===== src/rtl/sb_pkg.sv =====
package sb_pkg;

    localparam int NUM_FU = 5;
    localparam int FU_W   = $clog2(NUM_FU);

    localparam int FU_INT  = 0;
    localparam int FU_MUL1 = 1;
    localparam int FU_MUL2 = 2;
    localparam int FU_ADD  = 3;
    localparam int FU_DIV  = 4;

    typedef enum logic [1:0] {
        CLS_INT = 2'd0,
        CLS_MUL = 2'd1,
        CLS_ADD = 2'd2,
        CLS_DIV = 2'd3
    } op_class_t;

    typedef enum logic [1:0] {
        FU_IDLE     = 2'd0,
        FU_WAIT_OPS = 2'd1,
        FU_EXEC     = 2'd2,
        FU_DONE     = 2'd3
    } fu_state_t;

endpackage


===== src/rtl/sb_issue_sel.sv =====
module sb_issue_sel
    import sb_pkg::*;
(
    input  logic [1:0]        cls,
    input  logic [NUM_FU-1:0] fu_idle,
    input  logic              dst_pending,
    output logic              ready,
    output logic [FU_W-1:0]   unit
);

    logic avail;

    always_comb begin
        avail = 1'b0;
        unit  = FU_W'(FU_INT);
        unique case (op_class_t'(cls))
            CLS_INT: begin
                avail = fu_idle[FU_INT];
                unit  = FU_W'(FU_INT);
            end
            CLS_MUL: begin
                avail = fu_idle[FU_MUL1] | fu_idle[FU_MUL2];
                unit  = fu_idle[FU_MUL1] ? FU_W'(FU_MUL1) : FU_W'(FU_MUL2);
            end
            CLS_ADD: begin
                avail = fu_idle[FU_ADD];
                unit  = FU_W'(FU_ADD);
            end
            CLS_DIV: begin
                avail = fu_idle[FU_DIV];
                unit  = FU_W'(FU_DIV);
            end
        endcase
        ready = avail && !dst_pending;
    end

endmodule


===== src/rtl/sb_fu_ctrl.sv =====
module sb_fu_ctrl
    import sb_pkg::*;
#(
    parameter int LAT   = 0,
    parameter int CNT_W = 5
) (
    input  logic clk,
    input  logic rst_n,
    input  logic start,
    input  logic ops_ready,
    input  logic wb_grant,
    output logic idle,
    output logic waiting,
    output logic rd_fire,
    output logic done_req
);

    localparam logic [CNT_W-1:0] CNT_LOAD = (LAT == 0) ? '0 : CNT_W'(LAT - 1);

    fu_state_t        state_q, state_d;
    logic [CNT_W-1:0] cnt_q, cnt_d;

    always_ff @(posedge clk) begin
        if (!rst_n) begin
            state_q <= FU_IDLE;
            cnt_q   <= '0;
        end else begin
            state_q <= state_d;
            cnt_q   <= cnt_d;
        end
    end

    always_comb begin
        state_d = state_q;
        cnt_d   = cnt_q;
        unique case (state_q)
            FU_IDLE: begin
                if (start) state_d = FU_WAIT_OPS;
            end
            FU_WAIT_OPS: begin
                if (ops_ready) begin
                    state_d = (LAT == 0) ? FU_DONE : FU_EXEC;
                    cnt_d   = CNT_LOAD;
                end
            end
            FU_EXEC: begin
                if (cnt_q == '0) state_d = FU_DONE;
                else             cnt_d   = cnt_q - 1'b1;
            end
            FU_DONE: begin
                if (wb_grant) state_d = FU_IDLE;
            end
        endcase
    end

    always_comb begin
        idle     = 1'b0;
        waiting  = 1'b0;
        rd_fire  = 1'b0;
        done_req = 1'b0;
        unique case (state_q)
            FU_IDLE:     idle = 1'b1;
            FU_WAIT_OPS: begin
                waiting = 1'b1;
                rd_fire = ops_ready;
            end
            FU_EXEC:     ;
            FU_DONE:     done_req = 1'b1;
        endcase
    end

endmodule


===== src/rtl/sb_wb_arb.sv =====
module sb_wb_arb
    import sb_pkg::*;
(
    input  logic [NUM_FU-1:0] done_req,
    input  logic [NUM_FU-1:0] war_block,
    output logic              wb_valid,
    output logic [FU_W-1:0]   wb_unit,
    output logic [NUM_FU-1:0] wb_grant
);

    always_comb begin
        wb_valid = 1'b0;
        wb_unit  = '0;
        for (int i = NUM_FU - 1; i >= 0; i--) begin
            if (done_req[i] && !war_block[i]) begin
                wb_valid = 1'b1;
                wb_unit  = FU_W'(i);
            end
        end
        wb_grant = wb_valid ? (NUM_FU'(1) << wb_unit) : '0;
    end

endmodule


===== src/rtl/scoreboard_ctrl.sv =====
module scoreboard_ctrl
    import sb_pkg::*;
#(
    parameter int NUM_REGS = 32,
    parameter int LAT_INT  = 0,
    parameter int LAT_ADD  = 3,
    parameter int LAT_MUL  = 6,
    parameter int LAT_DIV  = 24,
    localparam int REG_W   = $clog2(NUM_REGS)
) (
    input  logic              clk,
    input  logic              rst_n,
    input  logic              iss_valid,
    input  logic [1:0]        iss_class,
    input  logic [REG_W-1:0]  iss_dst,
    input  logic [REG_W-1:0]  iss_src1,
    input  logic [REG_W-1:0]  iss_src2,
    output logic              iss_ready,
    output logic [2:0]        iss_unit,
    output logic [4:0]        rd_fire,
    output logic              wb_valid,
    output logic [2:0]        wb_unit,
    output logic [REG_W-1:0]  wb_reg,
    output logic [4:0]        fu_busy
);

    localparam int CNT_W = $clog2(LAT_INT + LAT_ADD + LAT_MUL + LAT_DIV + 2);

    // result-status table
    logic                 rs_vld [NUM_REGS];
    logic [FU_W-1:0]      rs_fu  [NUM_REGS];

    // functional-unit status table
    logic [REG_W-1:0]     fu_fi [NUM_FU];
    logic [REG_W-1:0]     fu_fj [NUM_FU];
    logic [REG_W-1:0]     fu_fk [NUM_FU];
    logic [FU_W-1:0]      fu_qj [NUM_FU];
    logic [FU_W-1:0]      fu_qk [NUM_FU];
    logic                 fu_qjv [NUM_FU];
    logic                 fu_qkv [NUM_FU];
    logic                 fu_rj [NUM_FU];
    logic                 fu_rk [NUM_FU];

    logic [NUM_FU-1:0]    idle_v, wait_v, rd_v, done_v, war_v, grant_v;
    logic                 issue_go;
    logic                 dst_pending;
    logic                 src1_pend, src2_pend;

    assign dst_pending = rs_vld[iss_dst];
    assign issue_go    = iss_valid && iss_ready;

    // a source whose producer writes back this cycle is already ready
    assign src1_pend = rs_vld[iss_src1] && !(wb_valid && rs_fu[iss_src1] == wb_unit);
    assign src2_pend = rs_vld[iss_src2] && !(wb_valid && rs_fu[iss_src2] == wb_unit);

    sb_issue_sel u_issue (
        .cls         (iss_class),
        .fu_idle     (idle_v),
        .dst_pending (dst_pending),
        .ready       (iss_ready),
        .unit        (iss_unit)
    );

    for (genvar u = 0; u < NUM_FU; u++) begin : g_fu
        localparam int LAT = (u == FU_INT) ? LAT_INT :
                             (u == FU_ADD) ? LAT_ADD :
                             (u == FU_DIV) ? LAT_DIV : LAT_MUL;

        logic start;
        assign start = issue_go && (iss_unit == FU_W'(u));

        sb_fu_ctrl #(.LAT(LAT), .CNT_W(CNT_W)) u_ctrl (
            .clk       (clk),
            .rst_n     (rst_n),
            .start     (start),
            .ops_ready (fu_rj[u] && fu_rk[u]),
            .wb_grant  (grant_v[u]),
            .idle      (idle_v[u]),
            .waiting   (wait_v[u]),
            .rd_fire   (rd_v[u]),
            .done_req  (done_v[u])
        );

        always_ff @(posedge clk) begin
            if (!rst_n) begin
                fu_fi[u]  <= '0;
                fu_fj[u]  <= '0;
                fu_fk[u]  <= '0;
                fu_qj[u]  <= '0;
                fu_qk[u]  <= '0;
                fu_qjv[u] <= 1'b0;
                fu_qkv[u] <= 1'b0;
                fu_rj[u]  <= 1'b0;
                fu_rk[u]  <= 1'b0;
            end else if (start) begin
                fu_fi[u]  <= iss_dst;
                fu_fj[u]  <= iss_src1;
                fu_fk[u]  <= iss_src2;
                fu_qj[u]  <= rs_fu[iss_src1];
                fu_qk[u]  <= rs_fu[iss_src2];
                fu_qjv[u] <= src1_pend;
                fu_qkv[u] <= src2_pend;
                fu_rj[u]  <= !src1_pend;
                fu_rk[u]  <= !src2_pend;
            end else begin
                if (rd_v[u]) begin
                    fu_rj[u] <= 1'b0;
                    fu_rk[u] <= 1'b0;
                end
                if (wb_valid && fu_qjv[u] && fu_qj[u] == wb_unit) begin
                    fu_rj[u]  <= 1'b1;
                    fu_qjv[u] <= 1'b0;
                end
                if (wb_valid && fu_qkv[u] && fu_qk[u] == wb_unit) begin
                    fu_rk[u]  <= 1'b1;
                    fu_qkv[u] <= 1'b0;
                end
            end
        end
    end

    // WAR: a finished unit waits while another entry still has to read its destination
    always_comb begin
        war_v = '0;
        for (int u = 0; u < NUM_FU; u++) begin
            for (int v = 0; v < NUM_FU; v++) begin
                if (v != u && wait_v[v] &&
                    ((fu_rj[v] && fu_fj[v] == fu_fi[u]) ||
                     (fu_rk[v] && fu_fk[v] == fu_fi[u])))
                    war_v[u] = 1'b1;
            end
        end
    end

    sb_wb_arb u_arb (
        .done_req  (done_v),
        .war_block (war_v),
        .wb_valid  (wb_valid),
        .wb_unit   (wb_unit),
        .wb_grant  (grant_v)
    );

    always_ff @(posedge clk) begin
        if (!rst_n) begin
            for (int r = 0; r < NUM_REGS; r++) begin
                rs_vld[r] <= 1'b0;
                rs_fu[r]  <= '0;
            end
        end else begin
            if (wb_valid) rs_vld[wb_reg] <= 1'b0;
            if (issue_go) begin
                rs_vld[iss_dst] <= 1'b1;
                rs_fu[iss_dst]  <= iss_unit;
            end
        end
    end

    assign wb_reg  = fu_fi[wb_unit];
    assign rd_fire = rd_v;
    assign fu_busy = ~idle_v;

endmodule


===== config.mk =====
export PLATFORM = sky130hd
export DESIGN_NAME = scoreboard_ctrl
export DESIGN_NICKNAME = d
export VERILOG_FILES = /design/src/rtl/sb_pkg.sv /design/src/rtl/sb_issue_sel.sv /design/src/rtl/sb_fu_ctrl.sv /design/src/rtl/sb_wb_arb.sv /design/src/rtl/scoreboard_ctrl.sv
export SDC_FILE = /design/constraint.sdc
export NUM_CORES = 1
export LEC_CHECK = 0
export BUFFER_PORTS_ARGS = -buffer_cell sky130_fd_sc_hd__buf_2
export CAP_MARGIN = 0
export CORE_UTILIZATION = 55
export CTS_CLUSTER_DIAMETER = 100
export DETAILED_ROUTE_END_ITERATION = 10
export PLACE_DENSITY = 0.82
export SLEW_MARGIN = 10
export SYNTH_ARGS = -nofsm -noshare
export SYNTH_HDL_FRONTEND = slang
export SYNTH_HIERARCHICAL = 1
export SYNTH_SLANG_ARGS = --single-unit
export TNS_END_PERCENT = 1

===== constraint.sdc =====
create_clock -name clk -period 4.8 [get_ports clk]
set_clock_uncertainty 0.2 [all_clocks]
set_input_delay 0.72 -clock clk [delete_from_list [all_inputs] [get_ports clk]]
set_output_delay 0.72 -clock clk [all_outputs]
set_load 0.02 [all_outputs]

==> results of run 1 <==
[sequential cells by signal, indices dropped and copies added (netlist names)]
signal / count
rs_fu: 96
rs_vld: 32
g_fu.u_ctrl/cnt_q: 30
fu_fi: 25
fu_fj: 25
fu_fk: 25
fu_qj: 15
fu_qk: 15
g_fu.u_ctrl/state_q: 10
fu_qjv: 5
fu_qkv: 5
fu_rj: 5
fu_rk: 5
[area by class of cell]
class | instances | area, sq um
clock buffers | 44 | 908.4
clock inverters | 18 | 214.0
fillers | 2562 | 12660
inverters | 58 | 217.7
multi-input cells | 1320 | 9863
flip-flops and latches | 293 | 8038
well taps | 448 | 560.5
repair buffers | 138 | 1075
[report_power, final]
group          switching [uW]  internal (uW)  leakage (uW)
Combinational            1180            695       0.00571
Sequential                208           2900       0.00286
Clock                    1100           1570      0.000554
Total                    2480           5160       0.00913
[kinds of logic after synthesis]
logic type | synth area share
mux | 0.1026
xor+xnor | 0.1135
compound gates | 0.09046
simple gates | 0.1923
fa+ha+maj | 0.02273
buf+inv | 0.04901
flops | 0.4295
[per-stage QoR]
stage / util / setup WS, ns
3_5_place_dp: 0.5753 / 0.2329
6_report: 0.6226 / 0.09279
2_1_floorplan: - / -0.1371
3_3_place_gp: 0.5753 / 0.4018
4_1_cts: 0.6193 / 0.05331
5_1_grt: 0.6226 / -0.02659
[final timing paths]
path / from / endpoint / depth (start not counted)
worst max-delay path: fu_fi[2][4] / wb_reg[1] / 14
worst min-delay path: g_fu[2].u_ctrl/cnt_q[5] / g_fu[2].u_ctrl/cnt_q[5] / 1
worst max register to register: fu_fi[2][4] / rs_vld[20] / 17
worst min register to register: g_fu[2].u_ctrl/cnt_q[5] / g_fu[2].u_ctrl/cnt_q[5] / 1
[layer usage]
| layer | part of all wire | vias up | wire, microns |
|---|---|---|---|
| met5 | 0 | - | 0 |
| met4 | 0.059 | 0 | 3301 |
| met3 | 0.11 | 234 | 6362 |
| met2 | 0.47 | 1004 | 25930 |
| met1 | 0.36 | 7240 | 20140 |
| li1 | - | 6660 | - |
[repair_timing]
| action | 4_1_cts | 5_1_grt |
|---|---|---|
| pin swaps | 0 | 2 |
| endpoints found under the setup margin | 5 | 5 |
| cloned | 0 | 0 |
| hold buffers | 0 | 0 |
| buffers inserted | 32 | 8 |
| gates resized for setup | 2 | 8 |
[cells in the final DEF, fill, tap and decap left out, types with 27 or more instances in the layout]
cell       instances
a21oi_1           42
a22oi_1           62
and2_1            27
and3_1           156
buf_2             41
buf_4             85
clkbuf_16         34
dfxtp_1           76
edfxtp_1         217
ha_1              34
inv_1             57
mux2i_1          105
mux4_2            33
nand2_1          164
nand3_1           66
nor2_1            88
nor4_1            41
xnor2_1           50
xor2_1           180
==> results.json, run 1 <==
{
  "top_level_ports": 43,
  "clock_path_buffers": 3,
  "setup_viol": 0,
  "synthesis.instances": 1813,
  "worstPathRequired_ns": 3.88,
  "ys.flop_type": "edfxtp_1",
  "power_density_mw_per_mm2": 366.0,
  "wl_microns": 55740,
  "n_antenna_cell": 0,
  "critPathLaunchType": "flop",
  "final_antenna_net_count": 0,
  "drt-pass1-iter-count": 9,
  "grtUsageMet3": 0.06451,
  "grt_pass1_wl_microns": 84450,
  "final-max-slew-violation-count": 0,
  "synthArstFlopShare": 0,
  "hpwl_microns": 38060,
  "drive_gt1_frac": 0.1561,
  "cts_sinks": 293,
  "synth_top_area_frac": 0.3482,
  "cpMaxStageDelayCell": "mux4_2",
  "crit_chain": "buf_4, xor2_1, nor4_1, nand3_1, nand2_1, a22oi_1, nand2_1, nand2b_4, nand2_1, a21oi_4, buf_6, mux4_2, mux2_4, buf_2",
  "worst-path-buf-inv": 3,
  "grt_use_total": 0.3166,
  "cp_top_family": "simple AND/OR/NAND/NOR gates",
  "finalNetCount": 1899,
  "cp_common_cell": "nand2_1",
  "top_usage_layer": "met2",
  "min_period_ns": 4.707,
  "instances_no_fill": 2319,
  "fin_total_pwr_uw": 7640,
  "ys_seq_area_frac": 0.4295,
  "dieArea_sq_mm": 0.03477,
  "routedWlPerCell_microns": 24.04,
  "fin_crit_sh": 0.9807,
  "maxCapViolCount": 0,
  "drt_iter0_drc": 1953,
  "synth.avg_cell_area_sq_um": 10.32,
  "htree_levels": 2,
  "cts_made_buffers": 34,
  "synth_area_leaders": "edfxtp_1, xor2_1, dfxtp_1, mux2i_1, and3_1",
  "synth_cell_types": 80,
  "hold_path.class": "flop to flop",
  "grt_pass1_vias": 14660,
  "clk_pin_slew_ns": 0.06,
  "place_area_sq_mm": 0.01929,
  "netlist_top_cells_count": "edfxtp_1, xor2_1, nand2_1",
  "synth_warnings": 6,
  "vdd_ir_drop_max_mv": 0.3100,
  "synth_enable_flop_cells": 217,
  "critical_path_class": "flop to output port",
  "cp.arrival_ns": 3.79,
  "drc": 2,
  "crit_path_max_incr_delay_ns": 0.51,
  "syn2layout_area_growth_pct": 11.55,
  "hold_viol": 0,
  "grt_setup_unrepaired": "true",
  "yosysMostFrequentCell": "edfxtp_1",
  "syn-num-nets": 1867,
  "core-area_sq_mm": 0.03353,
  "synth_area_leader_cell": "edfxtp_1",
  "rows": 67,
  "critPathMaxFanout": 5,
  "max_slew_margin": 0.2289,
  "status": "finished with violations",
  "antenna_found_initial": 1,
  "reg2reg_setup_slack_ns": 0.62,
  "dp.cells": 2217,
  "die_x_microns": 186.5,
  "die_h_microns": 186.5,
  "via_per_inst": 6.528,
  "fin_area_sq_mm": 0.02088,
  "setup.worst_path.end_class": "output port",
  "grt_max_degree": 56,
  "max_freq_mhz": 212.4,
  "synth_area_sq_mm": 0.01871,
  "vias": 15140,
  "cts_tree": "done",
  "whs_ns": 0.2865,
  "leakagePower_uw": 0.009131,
  "clk_latency_ns": 0.56,
  "use_met1": 0.3989,
  "gp_congestion": 0.9626,
  "use_met2": 0.5076,
  "synth_seq_cells": 293,
  "violations": "DRC",
  "worst_pin_slew_ns": 1.152,
  "setup-tns-final_ns": 0,
  "grt_overflow": 0,
  "clockRootBuffer": "clkbuf_16",
  "port_buffers": 42,
  "start_util": 0.5581
}
No activity file was read; power rests on OpenSTA's default activity.
==> run 2: changes to the inputs <==
- SYNTH_HIERARCHICAL: 1 -> not set
- clock period: 4.8 -> 4.1 ns (I/O delays scaled with it)
==> results.json, run 2 <==
{
  "status": "finished with violations",
  "violations": "setup timing",
  "synth_cell_types": 88,
  "grt_pass1_wl_microns": 82570,
  "dieArea_sq_mm": 0.03323,
  "grt_overflow": 0,
  "cts_sinks": 293,
  "crit_chain": "buf_12, xor2_1, nor4_1, a22oi_1, or4b_4, or3_4, nand2_4, or2_4, a31o_4, inv_4, buf_6",
  "netlist_top_cells_count": "edfxtp_1, nor2_1, xnor2_1",
  "reg2reg_setup_slack_ns": 0.07,
  "yosysMostFrequentCell": "edfxtp_1",
  "synth_area_leaders": "edfxtp_1, mux4_2, dfxtp_1, xnor2_1, xor2_1",
  "clk_pin_slew_ns": 0.07,
  "syn-num-nets": 1683,
  "ys.flop_type": "edfxtp_1",
  "synth_area_leader_cell": "edfxtp_1",
  "largest_register": "rs_fu",
  "cts_made_buffers": 30,
  "setup_viol": 8,
  "critPathLaunchType": "flop",
  "gp_congestion": 1.014,
  "crit_path_max_incr_delay_ns": 0.56,
  "drive_gt1_frac": 0.2381,
  "clockRootBuffer": "clkbuf_16",
  "grt_pass1_vias": 14240,
  "wl_microns": 56040,
  "routedWlPerCell_microns": 25.52,
  "regToRegStartpoint": "fu_fi[1][0]",
  "rr_endpoint": "fu_qkv[1]",
  "die_h_microns": 182.3,
  "cpMaxStageDelayCell": "or4b_4",
  "cp_top_family": "simple AND/OR/NAND/NOR gates",
  "dp_slack_ns": 0.08402,
  "critPathMaxFanout": 8,
  "synthArstFlopShare": 0,
  "cts_tree": "done",
  "grt_use_total": 0.3275,
  "core-area_sq_mm": 0.03180,
  "fin_crit_sh": 1.048,
  "via_per_inst": 6.744,
  "ys_seq_area_frac": 0.4496,
  "htree_levels": 1,
  "min_period_ns": 4.295,
  "drt-pass1-iter-count": 7,
  "maxCapViolCount": 0,
  "synth_area_sq_mm": 0.01788,
  "synth_seq_cells": 293,
  "worst_pin_slew_ns": 0.8646,
  "finalNetCount": 1785,
  "synth_warnings": 0,
  "rows": 65,
  "grt_setup_unrepaired": "true",
  "max_slew_margin": 0.4236,
  "vdd_ir_drop_max_mv": 0.3821,
  "holdPathEnd": "rs_vld[27]",
  "min_path_cells": 2,
  "synth.avg_cell_area_sq_um": 10.94,
  "final_antenna_net_count": 0,
  "place_area_sq_mm": 0.01888,
  "drc": 0,
  "hold_path.class": "flop to flop",
  "top_level_ports": 43,
  "setup.worst_path.end_class": "output port",
  "port_buffers": 42,
  "synthesis.instances": 1634,
  "max_freq_mhz": 232.8,
  "synth_enable_flop_cells": 217,
  "hold_viol": 0,
  "vias": 14810,
  "fin_ws_ns": -0.1949,
  "cp.arrival_ns": 3.48,
  "syn2layout_area_growth_pct": 16.45,
  "worst-path-buf-inv": 3,
  "drt_iter0_drc": 2132,
  "synth_top_area_frac": 0.3645,
  "fin_area_sq_mm": 0.02082,
  "clock_path_buffers": 3,
  "clk_latency_ns": 0.59,
  "die_x_microns": 182.3,
  "power_density_mw_per_mm2": 466.3,
  "leakagePower_uw": 0.007975,
  "ctsHoldBuffers": 0,
  "antenna_found_initial": 1,
  "final_cell_mix": "edfxtp_1, nor2_1, xnor2_1",
  "grt_max_degree": 85,
  "critical_path_class": "flop to output port",
  "hp-start": "rs_vld[27]",
  "worstPathRequired_ns": 3.28,
  "hpwl_microns": 36870,
  "rr_worst_depth": 13,
  "start_util": 0.5622,
  "reg_top3": "rs_fu (96), rs_vld (32), g_fu.u_ctrl.cnt_q (30)",
  "layout_commonest_cell": "edfxtp_1",
  "largest_reg_flops": 96,
  "final-max-slew-violation-count": 0
}
## run 2: how the worst max path moves through the flow
| stage | startpoint | endpoint | slack (ns) | cells after the start |
|---|---|---|---|---|
| 3_5_place_dp | fu_fi[1][3] | fu_rk[1] | 0.08 | 11 |
| 6_report | fu_fi[1][0] | wb_reg[2] | -0.19 | 11 |
| 4_1_cts | fu_fi[2][1] | wb_reg[3] | -0.10 | 11 |
| 2_1_floorplan | iss_dst[0] | rs_fu[0][0] | 0.27 | 11 |
| 3_3_place_gp | fu_fi[4][4] | wb_reg[1] | 0.13 | 9 |
| 5_1_grt | fu_fi[2][2] | wb_reg[3] | -0.23 | 12 |
## run 2: through the flow
step / power (uW) / std cells / utilization / hold slack [ns] / TNS [ns]
final: 9707 / 2196 / 0.6547 / 0.2922 / -1.206
after global routing: 10070 / 2195 / 0.6546 / 0.3243 / -1.457
after CTS: 9498 / 2176 / 0.6426 / 0.2890 / -0.3304
after detailed placement: 6599 / 2082 / 0.5937 / 0.2776 / 0
after global placement: 6483 / 2082 / 0.5937 / 0.2747 / 0
after floorplan: 5750 / 1634 / - / 0.2570 / 0
## run 2: routing by layer
layer | vias to the layer above | wire, microns | track usage
met3 | 341 | 7116 | 0.08102
li1 | 6168 | - | -
met4 | 0 | 4335 | 0.2101
met5 | - | 0 | 0
met2 | 1190 | 25900 | 0.5231
met1 | 7110 | 18690 | 0.3983
## run 2: timing repair
| action | 4_1_cts | 5_1_grt |
|---|---|---|
| pin swaps | 15 | 25 |
| endpoints found under the setup margin | 9 | 14 |
| buffers inserted | 38 | 18 |
| cloned | 0 | 1 |
| resized for setup | 39 | 49 |
## run 2: tightest hold or removal path: cells and delay by family, from the launching register on
family,cells,cell delay [ns]
flops,1,0.33
compound gates,1,0.06
simple gates,1,0.06
## run 2: cell families after synthesis
group,count (synthesis),synth area share
simple gates,626,0.1736
buf+inv,170,0.04500
xor+xnor,247,0.1210
flops,293,0.4496
fa+ha+maj,29,0.02030
mux,101,0.1193
compound gates,168,0.07131
## run 2: final cells by class
cell class                      count  area (sq um)
Antenna cell                        1         2.502
Clock buffer                       41         843.3
Clock inverter                     15         173.9
Fill cell                        2209         10980
Inverter                           44         175.2
Multi-Input combinational cell   1171          9356
Sequential cell                   293          8041
Tap cell                          435         544.3
Timing Repair Buffer              196          1682
## run 2: report_power, final
| group | internal, uW | total [uW] | switching [uW] |
|---|---|---|---|
| Combinational | 1230 | 3040 | 1800 |
| Clock | 1630 | 2830 | 1200 |
| Sequential | 3520 | 3840 | 322 |
| Total | 6380 | 9710 | 3330 |
